<file path="src/rtl/rrs_pkg.sv">
package rrs_pkg;
    // Stages between a weight read and the matching memory writes.
    localparam int unsigned PIPE_LAT = 4;

    typedef enum logic [1:0] {
        ST_IDLE,
        ST_RUN,
        ST_DRAIN,
        ST_FIN
    } seq_state_t;
endpackage

</file>
<file path="src/rtl/rrs_sequencer.sv">
module rrs_sequencer
    import rrs_pkg::*;
#(
    parameter int unsigned N_PART = 2048,
    parameter int unsigned AW     = $clog2(N_PART)
) (
    input  logic          clk,
    input  logic          rst_n,
    input  logic          start,
    output logic          rd_en,
    output logic [AW-1:0] rd_addr,
    output logic          clr,
    output logic          done
);
    localparam int unsigned DW = $clog2(PIPE_LAT) + 1;
    localparam logic [AW-1:0] LAST_ADDR = AW'(N_PART - 1);
    localparam logic [DW-1:0] LAST_WAIT = DW'(PIPE_LAT - 1);

    seq_state_t state_q, state_d;
    logic [AW-1:0] addr_q;
    logic [DW-1:0] wait_q;

    // state register
    always_ff @(posedge clk or negedge rst_n) begin
        if (!rst_n) state_q <= ST_IDLE;
        else        state_q <= state_d;
    end

    // transitions
    always_comb begin
        state_d = state_q;
        unique case (state_q)
            ST_IDLE:  if (start) state_d = ST_RUN;
            ST_RUN:   if (addr_q == LAST_ADDR) state_d = ST_DRAIN;
            ST_DRAIN: if (wait_q == LAST_WAIT) state_d = ST_FIN;
            ST_FIN:   state_d = ST_IDLE;
            default:  state_d = ST_IDLE;
        endcase
    end

    // outputs
    always_comb begin
        rd_en   = 1'b0;
        clr     = 1'b0;
        done    = 1'b0;
        rd_addr = addr_q;
        unique case (state_q)
            ST_IDLE:  clr   = start;
            ST_RUN:   rd_en = 1'b1;
            ST_DRAIN: ;
            ST_FIN:   done  = 1'b1;
            default:  ;
        endcase
    end

    // read address and drain counters
    always_ff @(posedge clk or negedge rst_n) begin
        if (!rst_n) begin
            addr_q <= '0;
            wait_q <= '0;
        end else begin
            if (state_q == ST_RUN) addr_q <= addr_q + AW'(1);
            else                   addr_q <= '0;
            if (state_q == ST_DRAIN) wait_q <= wait_q + DW'(1);
            else                     wait_q <= '0;
        end
    end
endmodule

</file>
<file path="src/rtl/rrs_scale_accum.sv">
module rrs_scale_accum #(
    parameter int unsigned AW     = 11,
    parameter int unsigned W_W    = 18,
    parameter int unsigned K_W    = 24,
    parameter int unsigned K_FRAC = 16,
    parameter int unsigned FAC_W  = AW + 1
) (
    input  logic             clk,
    input  logic             rst_n,
    input  logic             clr,
    input  logic [K_W-1:0]   k_in,
    input  logic             rd_en,
    input  logic [AW-1:0]    rd_addr,
    input  logic [W_W-1:0]   w_data,
    output logic             out_vld,
    output logic [AW-1:0]    out_idx,
    output logic [FAC_W-1:0] out_fac
);
    localparam int unsigned PROD_W = W_W + K_W;
    localparam int unsigned ACC_W  = PROD_W + AW + 1;
    localparam logic [ACC_W-1:0] HALF    = ACC_W'(1) << (K_FRAC - 1);
    localparam logic [ACC_W-1:0] FAC_MAX = ACC_W'({FAC_W{1'b1}});

    logic [K_W-1:0]    k_q;
    logic              v1, v2, v3;
    logic [AW-1:0]     i1, i2, i3;
    logic [PROD_W-1:0] prod_q;
    logic [ACC_W-1:0]  acc_q;
    logic [ACC_W-1:0]  prev_q;
    logic [ACC_W-1:0]  rnd;
    logic [ACC_W-1:0]  diff;
    logic [FAC_W-1:0]  fac_sat;

    always_comb begin
        rnd  = (acc_q + HALF) >> K_FRAC;
        diff = rnd - prev_q;
        if (diff > FAC_MAX) fac_sat = {FAC_W{1'b1}};
        else                fac_sat = diff[FAC_W-1:0];
    end

    always_ff @(posedge clk or negedge rst_n) begin
        if (!rst_n) begin
            k_q     <= '0;
            v1      <= 1'b0;
            v2      <= 1'b0;
            v3      <= 1'b0;
            out_vld <= 1'b0;
            i1      <= '0;
            i2      <= '0;
            i3      <= '0;
            out_idx <= '0;
            prod_q  <= '0;
            acc_q   <= '0;
            prev_q  <= '0;
            out_fac <= '0;
        end else begin
            if (clr) k_q <= k_in;
            // stage 1: align with the memory read data
            v1 <= rd_en;
            i1 <= rd_addr;
            // stage 2: scale
            v2 <= v1;
            i2 <= i1;
            if (v1) prod_q <= PROD_W'(w_data) * PROD_W'(k_q);
            // stage 3: accumulate
            v3 <= v2;
            i3 <= i2;
            if (clr)     acc_q <= '0;
            else if (v2) acc_q <= acc_q + ACC_W'(prod_q);
            // stage 4: round and difference
            out_vld <= v3;
            out_idx <= i3;
            if (clr)     prev_q <= '0;
            else if (v3) prev_q <= rnd;
            if (v3) out_fac <= fac_sat;
        end
    end
endmodule

</file>
<file path="src/rtl/rrs_index_alloc.sv">
module rrs_index_alloc #(
    parameter int unsigned N_PART = 2048,
    parameter int unsigned AW     = $clog2(N_PART),
    parameter int unsigned FAC_W  = AW + 1
) (
    input  logic             clk,
    input  logic             rst_n,
    input  logic             clr,
    input  logic             in_vld,
    input  logic [AW-1:0]    in_idx,
    input  logic [FAC_W-1:0] in_fac,
    output logic             idx_we,
    output logic [AW-1:0]    idx_addr,
    output logic [AW-1:0]    idx_data,
    output logic             fac_we,
    output logic [AW-1:0]    fac_addr,
    output logic [FAC_W-1:0] fac_data,
    output logic [AW:0]      rep_count,
    output logic [AW:0]      disc_count
);
    localparam logic [AW-1:0] TOP = AW'(N_PART - 1);

    logic [AW:0]   up_q, dn_q;
    logic          keep;
    logic [AW-1:0] wr_addr;

    always_comb begin
        keep     = (in_fac != '0);
        wr_addr  = keep ? up_q[AW-1:0] : (TOP - dn_q[AW-1:0]);
        idx_we   = in_vld;
        fac_we   = in_vld;
        idx_addr = wr_addr;
        fac_addr = wr_addr;
        idx_data = in_idx;
        fac_data = in_fac;
    end

    always_ff @(posedge clk or negedge rst_n) begin
        if (!rst_n) begin
            up_q <= '0;
            dn_q <= '0;
        end else if (clr) begin
            up_q <= '0;
            dn_q <= '0;
        end else if (in_vld) begin
            if (keep) up_q <= up_q + (AW+1)'(1);
            else      dn_q <= dn_q + (AW+1)'(1);
        end
    end

    assign rep_count  = up_q;
    assign disc_count = dn_q;
endmodule

</file>
<file path="src/rtl/rr_resampler.sv">
module rr_resampler #(
    parameter int unsigned N_PART = 2048,
    parameter int unsigned W_W    = 18,
    parameter int unsigned K_W    = 24,
    parameter int unsigned K_FRAC = 16,
    localparam int unsigned AW    = $clog2(N_PART),
    localparam int unsigned FAC_W = AW + 1
) (
    input  logic             clk,
    input  logic             rst_n,
    input  logic             start,
    input  logic [K_W-1:0]   k_scale,
    output logic             done,
    output logic             w_rd_en,
    output logic [AW-1:0]    w_addr,
    input  logic [W_W-1:0]   w_data,
    output logic             idx_we,
    output logic [AW-1:0]    idx_addr,
    output logic [AW-1:0]    idx_data,
    output logic             fac_we,
    output logic [AW-1:0]    fac_addr,
    output logic [FAC_W-1:0] fac_data,
    output logic [AW:0]      rep_count,
    output logic [AW:0]      disc_count
);
    logic             clr;
    logic             p_vld;
    logic [AW-1:0]    p_idx;
    logic [FAC_W-1:0] p_fac;

    rrs_sequencer #(.N_PART(N_PART), .AW(AW)) u_seq (
        .clk     (clk),
        .rst_n   (rst_n),
        .start   (start),
        .rd_en   (w_rd_en),
        .rd_addr (w_addr),
        .clr     (clr),
        .done    (done)
    );

    rrs_scale_accum #(
        .AW(AW), .W_W(W_W), .K_W(K_W), .K_FRAC(K_FRAC), .FAC_W(FAC_W)
    ) u_acc (
        .clk     (clk),
        .rst_n   (rst_n),
        .clr     (clr),
        .k_in    (k_scale),
        .rd_en   (w_rd_en),
        .rd_addr (w_addr),
        .w_data  (w_data),
        .out_vld (p_vld),
        .out_idx (p_idx),
        .out_fac (p_fac)
    );

    rrs_index_alloc #(.N_PART(N_PART), .AW(AW), .FAC_W(FAC_W)) u_alloc (
        .clk        (clk),
        .rst_n      (rst_n),
        .clr        (clr),
        .in_vld     (p_vld),
        .in_idx     (p_idx),
        .in_fac     (p_fac),
        .idx_we     (idx_we),
        .idx_addr   (idx_addr),
        .idx_data   (idx_data),
        .fac_we     (fac_we),
        .fac_addr   (fac_addr),
        .fac_data   (fac_data),
        .rep_count  (rep_count),
        .disc_count (disc_count)
    );
endmodule

</file>
<file path="config.mk">
export PLATFORM = sky130hd
export DESIGN_NAME = rr_resampler
export DESIGN_NICKNAME = d
export VERILOG_FILES = /design/src/rtl/rrs_pkg.sv /design/src/rtl/rrs_sequencer.sv /design/src/rtl/rrs_scale_accum.sv /design/src/rtl/rrs_index_alloc.sv /design/src/rtl/rr_resampler.sv
export SDC_FILE = /design/constraint.sdc
export NUM_CORES = 2
export LEC_CHECK = 0
export ABC_CLOCK_PERIOD_IN_PS = 7170
export BUFFER_PORTS_ARGS = -buffer_cell sky130_fd_sc_hd__clkbuf_2
export CAP_MARGIN = 20
export CORE_MARGIN = 2
export CORE_UTILIZATION = 35
export CTS_BUF_LIST = sky130_fd_sc_hd__clkbuf_4
export CTS_CLUSTER_SIZE = 30
export DETAILED_ROUTE_END_ITERATION = 6
export GPL_TIMING_DRIVEN = 0
export PLACE_DENSITY = 0.49
export SYNTH_ARGS = -nofsm -noshare
export SYNTH_HDL_FRONTEND = slang
export SYNTH_SLANG_ARGS = --single-unit
export TNS_END_PERCENT = 50
</file>
<file path="constraint.sdc">
create_clock -name clk -period 7.17 [get_ports clk]
set_input_delay 1.434 -clock clk [delete_from_list [all_inputs] [get_ports clk]]
set_output_delay 1.434 -clock clk [all_outputs]
set_load 0.03 [all_outputs]
</file>
==> key figures <==
Clock network
  • Clock Pin Slew Worst Setup and Hold Paths: 0.06 ns
  • Max Root-Sink Buffers: 3
  • CTS tree: built
  • Hold bufs inserted after CTS: 0
  • CTS H-tree depth: 3
  • Clock sinks: 258
  • Clock Latency Late Sink: 0.86 ns
  • Cts bufs inserted: 78
  • Cell chosen for the clock root: clkbuf_4

Synth
  • Post-Synthesis Cells: 3243
  • Compound-Gate Fraction of Synth Area: 10.4%
  • Mux cell area share after synthesis: 2.98%
  • Unique masters post-synth: 77
  • Sequential area share after synthesis: 22.4%
  • Netlist Area Pre-Place: 28800 sq um
  • Simple-gate portion of the synthesized area: 17.2%
  • Adder-cell area share of the yosys netlist: 33.6%
  • Syn. warnings: 0
  • Largest family of logic cells by synthesized area: adder cells
  • #FFs+latches synth: 258
  • Synth Area in XOR/XNOR: 4.62%
  • Post-synth EDFFs: 0
  • Syn_nets: 3849
  • Main synth FF type: dfrtp_1
  • Syn Area/Cell: 8.89 sq um
  • Post-synth ARST share: 100%

Power and ir drop
  • Switch share: 26.5%
  • LEAKAGE: 16.9 nW
  • Seq pwr share: 48.4%
  • Logic gate share of total power: 4.2%
  • Pwr Density: 93.6 nW/um^2
  • Internal: 2.21 mW
  • VDD IR max: 0.0995 mV
  • Clk pwr share: 47.3%
  • Switching power: 797 uW
  • Overall Power: 3.01 mW

Finish
  • Post-layout util: 39.2%
  • Leading cell type in the layout, fill and taps excluded: inv_1
  • NumNets Final: 4051
  • Fill cell count: 8432
  • Finished Layout Cells: 4569
  • Layout cells sized above 1: 11.6%
  • Commonest cells after routing, fill and taps aside: inv_1 (499), nand2_1 (486), fa_1 (354)
  • Area grow syn2layout: 11.4%

STA
  • Shortest period the worst path allows: 7.05 ns
  • Final setup violation count: 0
  • Slew @ Worst Pin: 0.990 ns
  • Peak Freq: 0.142 GHz
  • RSZ-0062 raised after global routing: true
  • Slack of the critical path: 0.125 ns
  • Endpoints failing hold: 0
  • Relative slew slack: 34.0%
  • Final Skew: 0.0946 ns
  • Max-slew violation count: 0
  • Period utilization: 98.3%
  • Minimum hold slack: 0.313 ns

Drt
  • DRT iter0 DRCs: 1275
  • Total iterations of the first detailed-routing run: 5
  • Post-Route WL: 83.2 mm
  • DRC Markers: 0
  • DR vias/cell: 4.85
  • Per-cell routed wire length: 18.2 um
  • Routed Antenna Nets: 0
  • DR vias: 22100

Worst setup path
  • Worst-path fanout max: 10
  • Worst Setup Path Type: in2reg
  • Crit. End Element: flip-flop
  • CP Launch Type: input port
  • WP data arrival: 7.72 ns
  • Worst endpoint required time: 7.84 ns

Global route
  • Antenna violations before repair: 4
  • Largest net degree at the start of global routing: 90
  • Grt ovf: 0
  • Vias in the first global route: 23000
  • All-Layer GR Usage: 20.1%
  • First-pass GRT wire length: 133 mm

Placement
  • Final RePlAce weighted congestion: 0.890
  • Hpwl dp: 67.1 mm
  • Worst slack at placement: -1.37 ns
  • Port bufs: 128
  • Cells after DPL: 4447

Min path
  • Min-Delay Path Class: reg2reg

Die
  • Die Area: 84600 sq um
  • Initial core utilization: 35.2%
  • Die extent in y: 291 um
  • Die Wd: 291 um
  • Top Ports: 129
  • Core Rows: 105
  • CORE AREA: 81800 sq um

Outcome
  • Outcome: complete, no violations

Flow run
  • Total of max-cap violations: 0
[cell families after synthesis]
kind of cell,Yosys count
xor gates and xnor gates,152
AOI/OAI and AO/OA,461
and+or+nand+nor,1074
muxes,82
buffers and inverters,655
adders and majority gates,561
DFF,258
[layer usage]
layer | routed length, um | up-vias | share of wire [%] | track usage [%]
met2 | 37700 | 507 | 45 | 32.2
met1 | 39500 | 10700 | 48 | 28.3
met4 | 2360 | 4 | 2.8 | 6.09
met3 | 3650 | 130 | 4.4 | 2.77
li1 | - | 10800 | - | -
met5 | 30 | - | 0.036 | 0
[power groups by stage]
stage / Sequential [mW] / Clock [mW] / Combinational [mW]
floorplan: 1.48 / 0 / 0.0237
global placement: 1.48 / 0 / 0.115
detailed placement: 1.48 / 0 / 0.119
CTS: 1.46 / 1.50 / 0.123
global route: 1.45 / 1.57 / 0.136
finish: 1.46 / 1.42 / 0.127
[worst paths after layout]
kind | start | end | slack, ns | depth (start not counted)
min in group asynchronous | rst_n | u_alloc.rep_count[11] | 0.60 | 1
worst max-delay path | w_data[1] | u_acc.prod_q[39] | 0.12 | 23
worst max register to register | u_acc.k_q[8] | u_acc.prod_q[39] | 0.21 | 22
worst min register to register | u_acc.i3[0] | u_acc.out_idx[0] | 0.31 | 0
max in group asynchronous | rst_n | u_acc.k_q[0] | 5.16 | 3
worst min-delay path | u_acc.i3[0] | u_acc.out_idx[0] | 0.31 | 0
[critical path, cell delays in order]
cell,delay (ns)
clkbuf_2,0.27
clkbuf_1,0.53
nand2_1,0.16
fa_1,0.52
inv_1,0.05
fa_1,0.49
fa_1,0.51
inv_1,0.05
fa_1,0.47
inv_1,0.05
fa_1,0.54
ha_1,0.39
a21o_1,0.18
a21o_1,0.18
a21o_1,0.20
a2111o_1,0.45
a31oi_4,0.25
o21ai_2,0.14
a41oi_2,0.24
nand2b_1,0.10
a21oi_2,0.15
xnor2_1,0.08
mux2_2,0.26
[layout make-up]
type                            count  area, sq um  share of cell area (%)
Buffer                            140          764                    2.38
Sequential cell                   258         6470                    20.2
Clock inverter                     24          145                   0.452
Timing Repair Buffer              138          781                    2.43
Inverter                          499         1870                    5.83
Multi-Input combinational cell   2330        19900                    62.0
Tap cell                         1070         1340                    4.17
Antenna cell                        3         7.51                  0.0234
Clock buffer                      107          803                    2.50
[what timing repair did]
action | 4_1_cts | 5_1_grt
setup endpoints to repair | 16 | 25
resized for setup | 49 | 111
pin swaps | 1 | 2
buffers inserted | 1 | 3
[stage by stage]
step / cell area [sq um] / setup TNS (ns)
floorplan: 28900 / -0.0372
global placement: 30900 / -306.74
detailed placement: 30900 / -25.85
CTS: 32000 / 0
global route: 32100 / -0.0445
finish: 32100 / 0
[Yosys cell counts (all sizes together), types with 46 or more instances]
library cell	number	area [sq um]
a21o	46	345
a21oi	151	793
and2	185	1160
clkbuf	128	480
dfrtp	258	6460
fa	354	7090
ha	207	2590
inv	499	1870
mux2i	52	521
nand2	486	1820
nand3	48	240
nor2	193	724
o21ai	95	475
xnor2	95	832
xor2	57	499
[flip-flops by register name (all words and copies together) (netlist names)]
register / flops
u_alloc.disc_count: 12
u_acc.i1: 11
u_seq.rd_addr: 11
u_acc.out_vld: 1
u_acc.v3: 1
u_alloc.rep_count: 12
u_acc.k_q: 24
u_acc.i2: 11
u_acc.i3: 11
u_acc.out_idx: 11
u_acc.acc_q: 54
u_acc.v1: 1
u_acc.v2: 1
u_seq.wait_q: 3
u_acc.prev_q: 38
u_acc.prod_q: 42
u_acc.out_fac: 12
u_seq.state_q: 2
(Power assumes the default switching activity.)
